--- config.mk ---
export PLATFORM = sky130hd
export DESIGN_NAME = irq_bus_arbiter
export DESIGN_NICKNAME = d
export VERILOG_FILES = /design/src/rtl/irqarb_pkg.sv /design/src/rtl/irqarb_nmi_latch.sv /design/src/rtl/irqarb_prio.sv /design/src/rtl/irqarb_ctrl.sv /design/src/rtl/irq_bus_arbiter.sv
export SDC_FILE = /design/constraint.sdc
export NUM_CORES = 1
export LEC_CHECK = 0
export ABC_AREA = 1
export BUFFER_PORTS_ARGS = -buffer_cell sky130_fd_sc_hd__buf_2
export CAP_MARGIN = 20
export CORE_MARGIN = 2
export CORE_UTILIZATION = 35
export CTS_CLUSTER_SIZE = 10
export DETAILED_ROUTE_END_ITERATION = 8
export PLACE_DENSITY = 0.63
export SLEW_MARGIN = 5
export SYNTH_ARGS = -nofsm -noshare
export SYNTH_HDL_FRONTEND = slang
export SYNTH_SLANG_ARGS = --single-unit
--- constraint.sdc ---
create_clock -name clk -period 1.1 [get_ports clk]
set_input_delay 0 -clock clk [delete_from_list [all_inputs] [get_ports clk]]
set_output_delay 0 -clock clk [all_outputs]
set_load 0.02 [all_outputs]
--- src/rtl/irqarb_pkg.sv ---
package irqarb_pkg;

    typedef enum logic [1:0] {
        ST_RUN   = 2'd0,
        ST_GRANT = 2'd1,
        ST_ACK   = 2'd2
    } arb_state_e;

    localparam int SRC_NONE      = 0;
    localparam int SRC_NMI       = 1;
    localparam int SRC_MASK_BASE = 2;

    typedef struct packed {
        logic busack_n;
        logic bus_hiz;
        logic m1_n;
        logic iorq_n;
        logic active;
    } arb_out_t;

    function automatic arb_out_t idle_out();
        arb_out_t o;
        o.busack_n = 1'b1;
        o.bus_hiz  = 1'b0;
        o.m1_n     = 1'b1;
        o.iorq_n   = 1'b1;
        o.active   = 1'b0;
        return o;
    endfunction

    function automatic arb_out_t grant_out();
        arb_out_t o;
        o          = idle_out();
        o.busack_n = 1'b0;
        o.bus_hiz  = 1'b1;
        return o;
    endfunction

    function automatic arb_out_t ack_out(input logic with_strobes);
        arb_out_t o;
        o        = idle_out();
        o.active = 1'b1;
        o.m1_n   = ~with_strobes;
        o.iorq_n = ~with_strobes;
        return o;
    endfunction

endpackage

--- src/rtl/irqarb_nmi_latch.sv ---
module irqarb_nmi_latch (
    input  logic clk,
    input  logic rst,
    input  logic nmi_n,
    input  logic take,
    output logic pending
);
    logic prev_q;
    logic pend_q;
    logic fall;

    assign fall    = prev_q & ~nmi_n;
    assign pending = pend_q;

    always_ff @(posedge clk) begin
        if (rst) begin
            prev_q <= 1'b1;
            pend_q <= 1'b0;
        end else begin
            prev_q <= nmi_n;
            if (fall)
                pend_q <= 1'b1;
            else if (take)
                pend_q <= 1'b0;
        end
    end

    // a detected falling edge always leaves the flag set
    assert_edge_sets_R5: assert property (@(posedge clk) disable iff (rst)
        (prev_q && !nmi_n) |=> pend_q);

    // the flag is only dropped by the start of its acknowledge
    assert_pending_sticky_R5: assert property (@(posedge clk) disable iff (rst)
        (pend_q && !take) |=> pend_q);

endmodule

--- src/rtl/irqarb_prio.sv ---
module irqarb_prio #(
    parameter int NUM_MASK = 3,
    parameter int SRC_W    = 3
) (
    input  logic                clk,
    input  logic                rst,
    input  logic                nmi_pending,
    input  logic [NUM_MASK-1:0] int_n,
    input  logic                int_enable,
    output logic                any_req,
    output logic [SRC_W-1:0]    pick_src
);
    import irqarb_pkg::*;

    logic [NUM_MASK-1:0] req;
    logic [NUM_MASK-1:0] sel;
    logic [NUM_MASK:0]   blocked;

    assign blocked[0] = nmi_pending;

    for (genvar g = 0; g < NUM_MASK; g++) begin : g_chain
        assign req[g]       = int_enable & ~int_n[g];
        assign sel[g]       = req[g] & ~blocked[g];
        assign blocked[g+1] = blocked[g] | req[g];
    end

    assign any_req = blocked[NUM_MASK];

    always_comb begin
        pick_src = nmi_pending ? SRC_W'(SRC_NMI) : SRC_W'(SRC_NONE);
        for (int i = 0; i < NUM_MASK; i++) begin
            if (sel[i])
                pick_src = SRC_W'(SRC_MASK_BASE + i);
        end
    end

    // at most one source wins the chain
    assert_single_winner_R8: assert property (@(posedge clk) disable iff (rst)
        $onehot0({nmi_pending, sel}));

endmodule

--- src/rtl/irqarb_ctrl.sv ---
module irqarb_ctrl #(
    parameter int ACK_CYCLES = 2,
    parameter int SRC_W      = 3
) (
    input  logic             clk,
    input  logic             rst,
    input  logic             busreq_n,
    input  logic             mcycle_end,
    input  logic             instr_end,
    input  logic             any_req,
    input  logic [SRC_W-1:0] pick_src,
    output logic             nmi_take,
    output logic             busack_n,
    output logic             bus_hiz,
    output logic             ack_m1_n,
    output logic             ack_iorq_n,
    output logic             ack_active,
    output logic [SRC_W-1:0] ack_src
);
    import irqarb_pkg::*;

    localparam int CNT_W = (ACK_CYCLES > 1) ? $clog2(ACK_CYCLES) : 1;

    arb_state_e       state_q;
    arb_out_t         out_q;
    logic [SRC_W-1:0] src_q;
    logic [CNT_W-1:0] cnt_q;
    logic             boundary;
    logic             go_grant;
    logic             go_ack;

    assign boundary = mcycle_end | instr_end;
    assign go_grant = (state_q == ST_RUN) && boundary && !busreq_n;
    assign go_ack   = (state_q == ST_RUN) && instr_end && busreq_n && any_req;
    assign nmi_take = go_ack && (pick_src == SRC_W'(SRC_NMI));

    always_ff @(posedge clk) begin
        if (rst) begin
            state_q <= ST_RUN;
            out_q   <= idle_out();
            src_q   <= '0;
            cnt_q   <= '0;
        end else begin
            unique case (state_q)
                ST_RUN: begin
                    if (go_grant) begin
                        state_q <= ST_GRANT;
                        out_q   <= grant_out();
                    end else if (go_ack) begin
                        state_q <= ST_ACK;
                        out_q   <= ack_out(pick_src == SRC_W'(SRC_MASK_BASE));
                        src_q   <= pick_src;
                        cnt_q   <= CNT_W'(ACK_CYCLES - 1);
                    end
                end
                ST_GRANT: begin
                    if (busreq_n) begin
                        state_q <= ST_RUN;
                        out_q   <= idle_out();
                    end
                end
                ST_ACK: begin
                    if (cnt_q == '0) begin
                        state_q <= ST_RUN;
                        out_q   <= idle_out();
                        src_q   <= '0;
                    end else begin
                        cnt_q <= cnt_q - 1'b1;
                    end
                end
                default: begin
                    state_q <= ST_RUN;
                    out_q   <= idle_out();
                    src_q   <= '0;
                end
            endcase
        end
    end

    assign busack_n   = out_q.busack_n;
    assign bus_hiz    = out_q.bus_hiz;
    assign ack_m1_n   = out_q.m1_n;
    assign ack_iorq_n = out_q.iorq_n;
    assign ack_active = out_q.active;
    assign ack_src    = src_q;

    // a bus request at any boundary in run is granted on the next edge
    assert_grant_on_boundary_R2: assert property (@(posedge clk) disable iff (rst)
        (state_q == ST_RUN && (mcycle_end || instr_end) && !busreq_n)
        |=> (!busack_n && bus_hiz));

    // without a boundary nothing starts
    assert_idle_without_boundary_R3: assert property (@(posedge clk) disable iff (rst)
        (state_q == ST_RUN && !mcycle_end && !instr_end)
        |=> (busack_n && !ack_active));

    // released on the edge that sees the request withdrawn
    assert_release_R4: assert property (@(posedge clk) disable iff (rst)
        (!busack_n && busreq_n) |=> (busack_n && !bus_hiz));

    // strobes only ever accompany an acknowledge of maskable line 0
    assert_strobes_line0_R9: assert property (@(posedge clk) disable iff (rst)
        (!ack_m1_n || !ack_iorq_n) |-> (ack_active && ack_src == SRC_W'(SRC_MASK_BASE)));

    // the acknowledge is not cut short and its source stays put
    assert_ack_holds_R10: assert property (@(posedge clk) disable iff (rst)
        (ack_active && cnt_q != '0) |=> (ack_active && $stable(ack_src)));

endmodule

--- src/rtl/irq_bus_arbiter.sv ---
module irq_bus_arbiter #(
    parameter int NUM_MASK   = 3,
    parameter int ACK_CYCLES = 2,
    localparam int SRC_W     = $clog2(NUM_MASK + 2)
) (
    input  logic                clk,
    input  logic                rst,
    input  logic                busreq_n,
    input  logic                nmi_n,
    input  logic [NUM_MASK-1:0] int_n,
    input  logic                mcycle_end,
    input  logic                instr_end,
    input  logic                int_enable,
    output logic                busack_n,
    output logic                bus_hiz,
    output logic                ack_m1_n,
    output logic                ack_iorq_n,
    output logic                ack_active,
    output logic [SRC_W-1:0]    ack_src
);
    logic             nmi_pending;
    logic             nmi_take;
    logic             any_req;
    logic [SRC_W-1:0] pick_src;

    irqarb_nmi_latch u_nmi (
        .clk     (clk),
        .rst     (rst),
        .nmi_n   (nmi_n),
        .take    (nmi_take),
        .pending (nmi_pending)
    );

    irqarb_prio #(
        .NUM_MASK (NUM_MASK),
        .SRC_W    (SRC_W)
    ) u_prio (
        .clk         (clk),
        .rst         (rst),
        .nmi_pending (nmi_pending),
        .int_n       (int_n),
        .int_enable  (int_enable),
        .any_req     (any_req),
        .pick_src    (pick_src)
    );

    irqarb_ctrl #(
        .ACK_CYCLES (ACK_CYCLES),
        .SRC_W      (SRC_W)
    ) u_ctrl (
        .clk        (clk),
        .rst        (rst),
        .busreq_n   (busreq_n),
        .mcycle_end (mcycle_end),
        .instr_end  (instr_end),
        .any_req    (any_req),
        .pick_src   (pick_src),
        .nmi_take   (nmi_take),
        .busack_n   (busack_n),
        .bus_hiz    (bus_hiz),
        .ack_m1_n   (ack_m1_n),
        .ack_iorq_n (ack_iorq_n),
        .ack_active (ack_active),
        .ack_src    (ack_src)
    );

endmodule

==> results.rst <==
.. list-table::
   :header-rows: 1

   * - Metric
     - Value
   * - Run status
     - finished, final reports clean
   * - Die width
     - 42.47 µm
   * - DRC violations left
     - 0
   * - Clock edge transition at the registers on the reported setup and hold paths
     - 70 ps
   * - Area of all placed cells without fillers
     - 729.5 µm²
   * - Floorplan row count
     - 13
   * - Power density normalized to cell area
     - 1350 nW/µm²
   * - DR vias
     - 567
   * - Number of sinks handled by clock tree synthesis
     - 10
   * - Fillers
     - 153
   * - Type of the worst setup path
     - flip-flop to flip-flop
   * - Slowest stage cell, crit path
     - sky130_fd_sc_hd__dfxtp_2
   * - 1st-iter DRT viols
     - 14
   * - Final non-filler cell total
     - 119
   * - Synthesis-to-finish area growth
     - 40.82%
   * - Number of antenna violations at the first check in global routing
     - 0
   * - CTS tree
     - built
   * - Syn_nets
     - 87
   * - Clock buffers created by TritonCTS
     - 3
   * - Detailed placement HPWL
     - 873.6 µm
   * - Syn Inst Count
     - 77
   * - Least-Margin Pin Slew
     - 351.4 ps
   * - Via count of the first global-routing pass
     - 556
   * - Launching element type of the critical path
     - flip-flop
   * - Post-layout utilization of the core
     - 54.69%
   * - Placer Congestion
     - 0.7317
   * - Overall power after layout
     - 0.9845 mW
   * - Worst path required time
     - 1250 ps
   * - Combined area of all synthesized cells
     - 518.0 µm²
   * - Crit-path most repeated cell
     - sky130_fd_sc_hd__nand3_1
   * - Number of inserted diodes
     - 0
   * - Final max-slew violation count
     - 0
   * - DR WL/cell
     - 9.437 µm
   * - First-pass GRT wire length
     - 2.070 mm
   * - Type of element capturing the critical path
     - flip-flop
   * - Max Fanout on Critical Path
     - 4
   * - Worst slew slack as a fraction of its limit
     - 76.47%
   * - Classification of the worst-slack hold path
     - primary input to flip-flop
   * - Wirelength, routed
     - 1.123 mm
   * - Total GRT Usage
     - 14.74%
   * - Sequential cell area fraction in the yosys report
     - 38.65%
   * - Shortest period the worst path allows
     - 1098 ps
   * - Ordered cell list for the critical path
     - nor2_4, o211ai_1, buf_4, nand3_1, nand3_1, nand3_1
   * - Number of port buffers
     - 17
   * - Clock latency on the worst-skew pair
     - 260 ps
   * - Number of library cell types mapped by synthesis
     - 18
   * - Maximum buffer depth of the clock tree
     - 2
   * - Number of maximum-capacitance violations
     - 0
   * - Placed cell count
     - 112
   * - Number of synthesis warnings
     - 0
   * - Largest net degree at the start of global routing
     - 8
   * - Mean number of vias per cell
     - 4.765
   * - R2R depth
     - 6
   * - Fraction of final layout cells with drive strength greater than 1
     - 38.46%
   * - Leading cell types in the layout, fill and taps excluded
     - sky130_fd_sc_hd__nand2_1, sky130_fd_sc_hd__buf_2, sky130_fd_sc_hd__inv_1, sky130_fd_sc_hd__nand3_1, sky130_fd_sc_hd__a21oi_1
   * - Average footprint of a synthesized cell
     - 6.727 µm²
   * - Root buffer selected by CTS
     - sky130_fd_sc_hd__clkbuf_4
   * - Setup repair after global routing missed its margin
     - yes
   * - Total count of hold-check failures in the final report
     - 0
   * - Drt first pass iters
     - 4
   * - H-tree levels
     - 1
   * - Die outline height
     - 42.47 µm
   * - Initial standard-cell utilization of the core
     - 38.84%
   * - Critical Path Max Stage Delay
     - 380 ps
   * - Worst vdd rail ir drop
     - 629.8 µV
   * - Flip-flop and latch count after synthesis
     - 10
   * - Data arrival at the endpoint of the critical path
     - 1250 ps
   * - Area of the core region
     - 1334 µm²
   * - Net count reported at finish
     - 115
   * - DIE AREA
     - 1804 µm²
   * - Worst-case clock skew
     - 7.612 ps
   * - Cell leakage power
     - 0.3700 nW
   * - Post-route antenna net violation count
     - 0
   * - Final setup violating endpoints
     - 0
   * - Number of top-level pins
     - 18
   * - Highest achievable clock rate
     - 910.8 MHz
   * - Number of cells on the worst hold path
     - 2
   * - Period Utilization, post-route
     - 99.82%
   * - Post-DP Area
     - 653.1 µm²
   * - GR Overflow Total
     - 0
-- stage by stage --
stage	setup WS, ps	hold slack, ps	TNS, ps
2_1_floorplan	-78.32	59.36	-383.4
3_3_place_gp	13.26	206.4	0
3_5_place_dp	-14.88	209.0	-29.33
4_1_cts	-0.6553	6.867	-0.6553
5_1_grt	-96.18	7.889	-541.3
6_report	2.006	3.471	0
-- state kept, by name, summed over array words and instances, names as in the netlist --
register / cells
u_ctrl.ack_m1_n: 1
u_ctrl.cnt_q: 1
u_ctrl.ack_src: 3
u_nmi.prev_q: 1
u_ctrl.state_q: 2
u_nmi.pending: 1
u_ctrl.busack_n: 1
-- cells in the mapped netlist (all sizes together) --
cell type	number	area, µm²
or2	1	6.260
a31oi	1	6.260
inv	12	47.55
nand4	1	6.260
buf	1	7.510
o211ai	1	7.510
nand2	20	87.58
a21oi	9	45.04
nand3	11	55.05
o21ai	1	5.000
nor2	9	43.80
dfxtp	10	200.2
-- critical path, delay by kind of cell, from the launching register on --
kind,cells,cell delay (ps)
and+or+nand+nor,4,260
DFF,1,380
buffers and inverters,1,180
AOI/OAI and AO/OA,1,160
-- kinds of logic (layout without fill, tap and decap cells) --
group	after synthesis	in the layout	synth area share, %
simple gates	42	42	38.41
flops	10	10	38.65
buf+inv	13	40	10.63
compound gates	12	12	12.32
-- final timing paths --
path,startpoint,endpoint,slack (ps)
worst max-delay path,u_ctrl.state_q[1]$_SDFFE_PP0P_,u_ctrl.ack_m1_n$_SDFFE_PP1P_,2
worst max register to register,u_ctrl.state_q[1]$_SDFFE_PP0P_,u_ctrl.ack_m1_n$_SDFFE_PP1P_,2
worst min-delay path,rst,u_nmi.prev_q$_SDFF_PP1_,3
worst min register to register,u_nmi.prev_q$_SDFF_PP1_,u_nmi.pending$_SDFFE_PP0P_,420
-- layer usage --
layer	up-vias	routed length (µm)	part of all wire [%]	GRT usage [%]
li1	299	-	-	-
met4	0	0	0	3.750
met2	18	552	49	28.00
met3	0	76	6.8	5.172
met5	-	0	0	0
met1	250	494	44	15.03
-- area by class of cell --
class	instances	area, µm²	area share, %
repair buffers	24	142.6	19.55
inverters	12	47.55	6.518
multi-input cells	54	287.8	39.45
flip-flops and latches	10	206.4	28.30
clock buffers	4	26.28	3.602
well taps	15	18.77	2.573
-- where the power goes --
| part | total (mW) | switching [mW] | leakage, nW | internal, mW |
|---|---|---|---|---|
| Combinational | 0.300 | 0.176 | 0.271 | 0.124 |
| Clock | 0.260 | 0.120 | 0.0150 | 0.140 |
| Sequential | 0.425 | 0.0242 | 0.0840 | 0.401 |
| Total | 0.985 | 0.320 | 0.370 | 0.664 |
-- what timing repair did --
action / in CTS / in global routing
gates resized for setup: 4 / 1
pin swaps: 1 / 0
setup endpoints to repair: 4 / 8
setup buffers: 1 / 0
hold buffers: 2 / 0
endpoints found under the hold margin: 5 / 0
Power figures use the tool's default switching activity.
